## src/rtl/flowctl_pkg.sv

```systemverilog
package flowctl_pkg;

  // Receive-buffer depth; must exceed the highest threshold by at least one.
  localparam int unsigned DEPTH   = 16;
  localparam int unsigned LVL_W   = $clog2(DEPTH + 1);
  localparam int unsigned NUM_TRIG = 4;
  localparam int unsigned SEL_W   = $clog2(NUM_TRIG);

  typedef logic [LVL_W-1:0] level_t;

  typedef struct packed {
    level_t hi;
    level_t lo;
  } thresh_t;

endpackage

```

## src/rtl/flowctl_thresh.sv

```systemverilog
module flowctl_thresh
  import flowctl_pkg::*;
#(
  parameter int unsigned T0 = 1,
  parameter int unsigned T1 = 4,
  parameter int unsigned T2 = 8,
  parameter int unsigned T3 = 14
) (
  input  logic [SEL_W-1:0] sel,
  output thresh_t          th
);

  localparam level_t L0 = level_t'(T0);
  localparam level_t L1 = level_t'(T1);
  localparam level_t L2 = level_t'(T2);
  localparam level_t L3 = level_t'(T3);

  always_comb begin
    unique case (sel)
      2'd0:    th = '{hi: L0, lo: '0};
      2'd1:    th = '{hi: L1, lo: L0};
      2'd2:    th = '{hi: L2, lo: L1};
      default: th = '{hi: L3, lo: L2};
    endcase
  end

  // thresholds strictly ordered and the top one leaves one spare slot
  always_comb begin
    threshold_order_chk: assert (th.hi > th.lo && th.hi < level_t'(DEPTH));
  end

endmodule

```

## src/rtl/flowctl_rts.sv

```systemverilog
module flowctl_rts
  import flowctl_pkg::*;
(
  input  logic    clk,
  input  logic    rst_n,
  input  level_t  level,
  input  thresh_t th,
  input  logic    auto_en,
  input  logic    sw_req,
  output logic    rts_n
);

  logic at_hi, at_lo;
  logic hyst_off;
  logic held_q, held_d;
  logic armed_q, armed_d;

  always_comb begin
    at_hi = (level >= th.hi);
    at_lo = (level <= th.lo);
    if (at_hi)        hyst_off = 1'b1;
    else if (at_lo)   hyst_off = 1'b0;
    else if (armed_q) hyst_off = held_q;
    else              hyst_off = 1'b0;
  end

  always_comb begin
    held_d  = hyst_off;
    armed_d = auto_en;
    rts_n   = auto_en ? hyst_off : ~sw_req;
  end

  always_ff @(posedge clk or negedge rst_n) begin
    if (!rst_n) begin
      held_q  <= 1'b0;
      armed_q <= 1'b0;
    end else begin
      held_q  <= held_d;
      armed_q <= armed_d;
    end
  end


  rts_full_chk: assert property (@(posedge clk) disable iff (!rst_n)
    auto_en && at_hi |-> rts_n);


  rts_band_hold_chk: assert property (@(posedge clk) disable iff (!rst_n)
    auto_en && $past(auto_en) && $stable(th) && !at_hi && !at_lo
      |-> rts_n == $past(rts_n));


  rts_arm_chk: assert property (@(posedge clk) disable iff (!rst_n)
    auto_en && !$past(auto_en) && !at_hi |-> !rts_n);


  rts_manual_chk: assert property (@(posedge clk) disable iff (!rst_n)
    !auto_en |-> rts_n == !sw_req);

endmodule

```

## src/rtl/flowctl_cts.sv

```systemverilog
module flowctl_cts
  import flowctl_pkg::*;
#(
  parameter int unsigned STAGES = 2
) (
  input  logic clk,
  input  logic rst_n,
  input  logic cts_n,
  input  logic auto_en,
  input  logic tx_ready,
  output logic tx_start
);

  logic [STAGES-1:0] sync_q, sync_d;

  generate
    if (STAGES == 1) begin : g_one
      always_comb sync_d = cts_n;
    end else begin : g_many
      always_comb sync_d = {sync_q[STAGES-2:0], cts_n};
    end
  endgenerate

  always_ff @(posedge clk or negedge rst_n) begin
    if (!rst_n) sync_q <= '1;
    else        sync_q <= sync_d;
  end

  always_comb tx_start = tx_ready & (~auto_en | ~sync_q[STAGES-1]);


  cts_hold_chk: assert property (@(posedge clk) disable iff (!rst_n)
    auto_en && $past(cts_n, 2) |-> !tx_start);


  cts_bypass_chk: assert property (@(posedge clk) disable iff (!rst_n)
    !auto_en |-> tx_start == tx_ready);


  tx_permit_chk: assert property (@(posedge clk) disable iff (!rst_n)
    tx_start |-> tx_ready);

endmodule

```

## src/rtl/uart_flowctl.sv

```systemverilog
module uart_flowctl
  import flowctl_pkg::*;
(
  input  logic             clk,
  input  logic             rst_n,
  input  logic [LVL_W-1:0] rx_level,
  input  logic [SEL_W-1:0] trig_sel,
  input  logic             auto_rts_en,
  input  logic             auto_cts_en,
  input  logic             sw_rts,
  input  logic             cts_n,
  input  logic             tx_ready,
  output logic             rts_n,
  output logic             tx_start,
  output logic             rts_stat
);

  thresh_t th;
  logic    rts_pin_n;

  flowctl_thresh #(.T0(1), .T1(4), .T2(8), .T3(14)) u_thresh (
    .sel (trig_sel),
    .th  (th)
  );

  flowctl_rts u_rts (
    .clk     (clk),
    .rst_n   (rst_n),
    .level   (rx_level),
    .th      (th),
    .auto_en (auto_rts_en),
    .sw_req  (sw_rts),
    .rts_n   (rts_pin_n)
  );

  flowctl_cts #(.STAGES(2)) u_cts (
    .clk      (clk),
    .rst_n    (rst_n),
    .cts_n    (cts_n),
    .auto_en  (auto_cts_en),
    .tx_ready (tx_ready),
    .tx_start (tx_start)
  );

  always_comb begin
    rts_n    = rts_pin_n;
    rts_stat = ~rts_pin_n;
  end

  // the fill count never exceeds the buffer depth
  level_range_chk: assert property (@(posedge clk) disable iff (!rst_n)
    rx_level <= level_t'(DEPTH));

endmodule

```

## config.mk

```make
export PLATFORM = sky130hd
export DESIGN_NAME = uart_flowctl
export DESIGN_NICKNAME = d
export VERILOG_FILES = /design/src/rtl/flowctl_pkg.sv /design/src/rtl/flowctl_thresh.sv /design/src/rtl/flowctl_rts.sv /design/src/rtl/flowctl_cts.sv /design/src/rtl/uart_flowctl.sv
export SDC_FILE = /design/constraint.sdc
export NUM_CORES = 1
export LEC_CHECK = 0
export BUFFER_PORTS_ARGS = -buffer_cell sky130_fd_sc_hd__buf_2
export CAP_MARGIN = 20
export CORE_AREA = 2 2 39 41
export DETAILED_ROUTE_END_ITERATION = 10
export DIE_AREA = 0 0 41 43
export GPL_ROUTABILITY_DRIVEN = 0
export PLACE_DENSITY = 0.61
export SLEW_MARGIN = 0
export SYNTH_ARGS = -nofsm -noshare
export SYNTH_HDL_FRONTEND = slang
export SYNTH_SLANG_ARGS = --single-unit
export TNS_END_PERCENT = 10
```

## constraint.sdc

```tcl
create_clock -name clk -period 1.4 [get_ports clk]
set_input_delay 0.07 -clock clk [delete_from_list [all_inputs] [get_ports clk]]
set_output_delay 0.07 -clock clk [all_outputs]
set_load 0.02 [all_outputs]
```

# ---- Word-level counts from Yosys, hierarchy flattened
# Index checks and enable logic that the tools add are counted.
dict set report word_totals {
  reg_bits 4
  input_bits 14
  wordCells 19
}
dict set report classes {
  n_lt_le_gt_ge 2
  eq_ne 2
  n_mux 5
  n_bitwise 6
  reduce_logical 1
}
# op n
set ops {}
lappend ops {{$pmux 9 s3} 1}
lappend ops {{$ge 5x4->1} 1}
lappend ops {{$le 5x5->1} 1}
lappend ops {{$mux 1} 4}
lappend ops {{$not 1->1} 4}
lappend ops {{$eq 2x1->1 const B} 1}
lappend ops {{$eq 2x2->1 const B} 1}
lappend ops {{$logic_not 2->1} 1}
lappend ops {{$and 1x1->1} 1}
lappend ops {{$or 1x1->1} 1}

# ---- Longest topological paths before layout
dict set report logic_depth {
  word_depth 7
  ltp_mapped 7
  ltp_nobuf 7
}

# ---- Hierarchy
# From an unflattened synthesis, not the netlist that was laid out.
dict set report unflattened {
  hier_cells 53
  area_unflattened_um2 449.2
}
# module instances cells_each area_each_um2 seq_area_each_um2
set modules_own_cells {}
lappend modules_own_cells {flowctl_rts 1 38 314.1 50.0}
lappend modules_own_cells {flowctl_thresh 1 11 67.6 0.0}
lappend modules_own_cells {flowctl_cts 1 3 63.8 52.6}
lappend modules_own_cells {uart_flowctl 1 1 3.8 0.0}

# ---- Worst setup path before layout
# No wires, ideal clock.
dict set report synth_timing {
  path_type {input to output}
  start {input trig_sel[0]}
  end {output rts_stat}
  arrival_ps 1261
  setup_slack_ps 69
  path_stages 6
  n_path_buf 0
  cell_sequence {nor2_1 -> ha_1 -> nand2b_1 -> a211oi_1 -> o211ai_1 -> o22ai_1}
}
dict set report synth_between {
  elab_chain_cells 7
}
# item line
set synth_rtl {}
lappend synth_rtl {{start, declared} uart_flowctl.sv:7} ;# input logic [SEL_W-1:0] trig_sel,
lappend synth_rtl {{$eq 2x2->1 (tied with other cells)} flowctl_thresh.sv:19} ;# unique case (sel)
lappend synth_rtl {{$pmux 9 s3 (*)} flowctl_thresh.sv:19}
lappend synth_rtl {{$le 5x5->1} flowctl_rts.sv:20} ;# at_lo = (level <= th.lo);
lappend synth_rtl {{$mux 1} flowctl_rts.sv:22} ;# else if (at_lo) hyst_off = 1'b0;
lappend synth_rtl {{$mux 1 (*)} flowctl_rts.sv:21} ;# if (at_hi) hyst_off = 1'b1;
lappend synth_rtl {{$mux 1 (*)} flowctl_rts.sv:30} ;# rts_n = auto_en ? hyst_off : ~sw_req;
lappend synth_rtl {{$not 1->1 (*)} uart_flowctl.sv:47} ;# rts_stat = ~rts_pin_n;
lappend synth_rtl {{end, declared} uart_flowctl.sv:15} ;# output logic rts_stat
# Mark *: on every way between the ends. The rest lies on a longest branch, timed or not.

# ---- Final worst setup path
dict set report layout_timing {
  start {input trig_sel[0]}
  end {output rts_n}
}
dict set report layout_between {
  elab_chain_cells 6
}
# item line
set layout_rtl {}
lappend layout_rtl {{$eq 2x2->1 (tied with other cells)} flowctl_thresh.sv:19}
lappend layout_rtl {{$pmux 9 s3 (*)} flowctl_thresh.sv:19}
lappend layout_rtl {{$le 5x5->1} flowctl_rts.sv:20}
lappend layout_rtl {{$mux 1} flowctl_rts.sv:22}
lappend layout_rtl {{$mux 1 (*)} flowctl_rts.sv:21}
lappend layout_rtl {{$mux 1 (*)} flowctl_rts.sv:30}
lappend layout_rtl {{end, declared} uart_flowctl.sv:13} ;# output logic rts_n,
# Marks and branches as above.

==> impl_metrics.ini <==
[run_status]
outcome = complete, but fails checks
violations = setup timing

[drt]
finalWirelength_um = 832
drc = 0
wire_per_inst_um = 11.1
first_pass_iters = 1
detail-route-antenna-nets = 0
num_vias = 348
drtIter0Drc = 0
routed_via_density = 4.64

[floorplan]
die_w_um = 41
rows = 14
die_y_um = 43
coreArea_sq_um = 1380
dieArea_sq_um = 1760
start_util_pct = 25.8
ios = 17

[grt]
busiest_layer = met2
grt_pass1_vias = 370
grt_pass1_wl_mm = 1.32
use_met2_pct = 19.4
grt_usage_pct = 11.4
grt_use_met3_pct = 3.14
antenna_found_initial = 0
use_met1_pct = 10.7
grt_max_degree = 6
overflow = 0

[layout]
drive_gt1_share_pct = 62.7
layout_commonest_cell = buf_2
instances_no_fill = 75
final_util_pct = 46.6
mostFrequentLayoutCells = 12 x buf_2, 3 x ha_4, 3 x ha_1, 3 x clkbuf_4, 3 x dlygate4sd3_1
stdcell_area_sq_um = 644
fill_cells = 130
num_antenna_cells = 0
areaGrowthSynthToFinish_pct = 80.7
layout.nets = 81

[timing]
hold_viol_final = 0
max_freq_mhz = 712
skew_ns = 0.0000238
setup_tns_ns = -0.00391
min_period_over_period_pct = 100
fin_hold_ws_ns = 0.163
rsz0062_at_grt = yes
setup_viol = 1
period_needed_ns = 1.40
worst_slew_margin_rel_pct = 78.7
worst_slew_pin_slew_ns = 0.319
layout_setup_ws_ns = -0.00391
slew_violations = 0

[clock_tree]
clkSinkCount = 4
cts_tree = built
cts_buffers = 3
clk_pin_slew_ns = 0.04
clk_latency_ns = 0.23
cts_root_buf = clkbuf_4
cts.path.max_buffers = 2
cts-htree-levels = 1

[synth]
yosys_most_used_dff = dfstp_2
yosysWarnings = 0
synth_edf_count = 0
syn_area_sq_um = 357
synth_nets = 56
avgSynthCellArea_sq_um = 10.2
yosysSeqAreaShare_pct = 28.8
syn_inst = 35
async_reset_ff_share_pct = 100
ys_seq_elements = 4
yosysUniqueCellTypes = 19

[worst_setup_path]
crit_path_max_fanout = 3
end_kind = output port
path_class = input pin to output port
cp_data_arrival_time_ns = 1.33
required_ns = 1.33
worst_setup_path_start_kind = input pin

[worst_hold_path]
hp-class = input pin to asynchronous set/reset pin

[placed_design]
dpl-instance-area_sq_um = 464
dp_cells = 68
hpwl_um = 596
io_buffers = 16

[job]
max_cap_viol_count = 0

[pwr]
p_leak_nw = 0.273
ir_worst_vdd_uv = 289
p_per_area_nw_per_um2 = 700
-- power breakdown --
part / switching (W) / internal, W / total, W
Sequential: 0.00000382 / 0.000126 / 0.000129
Combinational: 0.0000777 / 0.0000861 / 0.000164
Clock: 0.0000506 / 0.000107 / 0.000158
Total: 0.000132 / 0.000319 / 0.000451
-- cell type report --
cell class              count  area, sq um  share of cell area [%]
flip-flops and latches      4          103                    15.9
clock buffers               4         26.3                    4.08
inverters                   4         20.0                    3.11
repair buffers             20          143                    22.1
multi-input cells          27          333                    51.7
well taps                  16         20.0                    3.11
-- Yosys cell counts, types with 2 or more instances --
master	n	share of area, %
ha_1	7	25
nor2_1	4	4.2
nand2_1	2	2.1
inv_1	4	4.2
o21ai_0	2	2.8
dfrtp_1	2	14
dfstp_2	2	15
-- critical path, stage by stage --
cell	delay (ns)
buf_8	0.09
inv_6	0.04
nor2_4	0.11
ha_4	0.14
nand2b_4	0.05
a2111oi_4	0.39
nor3_4	0.09
o22a_1	0.20
buf_6	0.13
-- per-stage QoR --
step / worst slack, ns / total power, W
3_5_place_dp: -0.0889 / 0.000237
4_1_cts: 0.000992 / 0.000430
3_3_place_gp: -0.0758 / 0.000234
6_report: -0.00391 / 0.000451
2_1_floorplan: 0.0689 / 0.000192
5_1_grt: -0.0570 / 0.000481
-- path summary, 6_finish.rpt --
| path | slack (ns) | startpoint | to | cells past startpoint |
|---|---|---|---|---|
| worst max-delay path | -0.004 | trig_sel[0] | rts_n | 9 |
| worst min-delay path | 0.16 | rst_n | u_rts.armed_q | 2 |
| worst max register to register | 0.51 | u_rts.held_q | u_rts.held_q | 3 |
| worst min register to register | 0.35 | u_cts.sync_q[0] | u_cts.sync_q[1] | 0 |
| max in group asynchronous | 1.03 | rst_n | u_cts.sync_q[1] | 2 |
| min in group clk | 0.24 | rx_level[4] | u_rts.held_q | 4 |
-- layer usage --
layer / share of wire (%) / vias up
met3: 3.1 / 0
met1: 38 / 165
li1: - / 176
met5: 0 / -
met2: 58 / 7
met4: 0 / 0
-- sequential cells by signal, indices dropped and copies added, names as in the netlist --
signal,cells
u_rts.held_q,1
u_rts.armed_q,1
u_cts.sync_q,2
-- cells by family (layout without fill, tap and decap cells) --
logic type / after synthesis / count (layout) / share of synthesized area (%)
compound gates: 9 / 9 / 23.5
fa+ha+maj: 7 / 7 / 24.6
buf+inv: 4 / 28 / 4.21
flops: 4 / 4 / 28.8
simple gates: 11 / 11 / 18.9
-- what timing repair did --
item                                    4_1_cts  5_1_grt
setup buffers                                 0        0
endpoints found under the setup margin        2        2
hold buffers                                  3        0
gates resized for setup                      13       15
pin swaps                                     8        9
endpoints found under the hold margin         6        0
cloned                                        0        0
(Power assumes the default switching activity.)
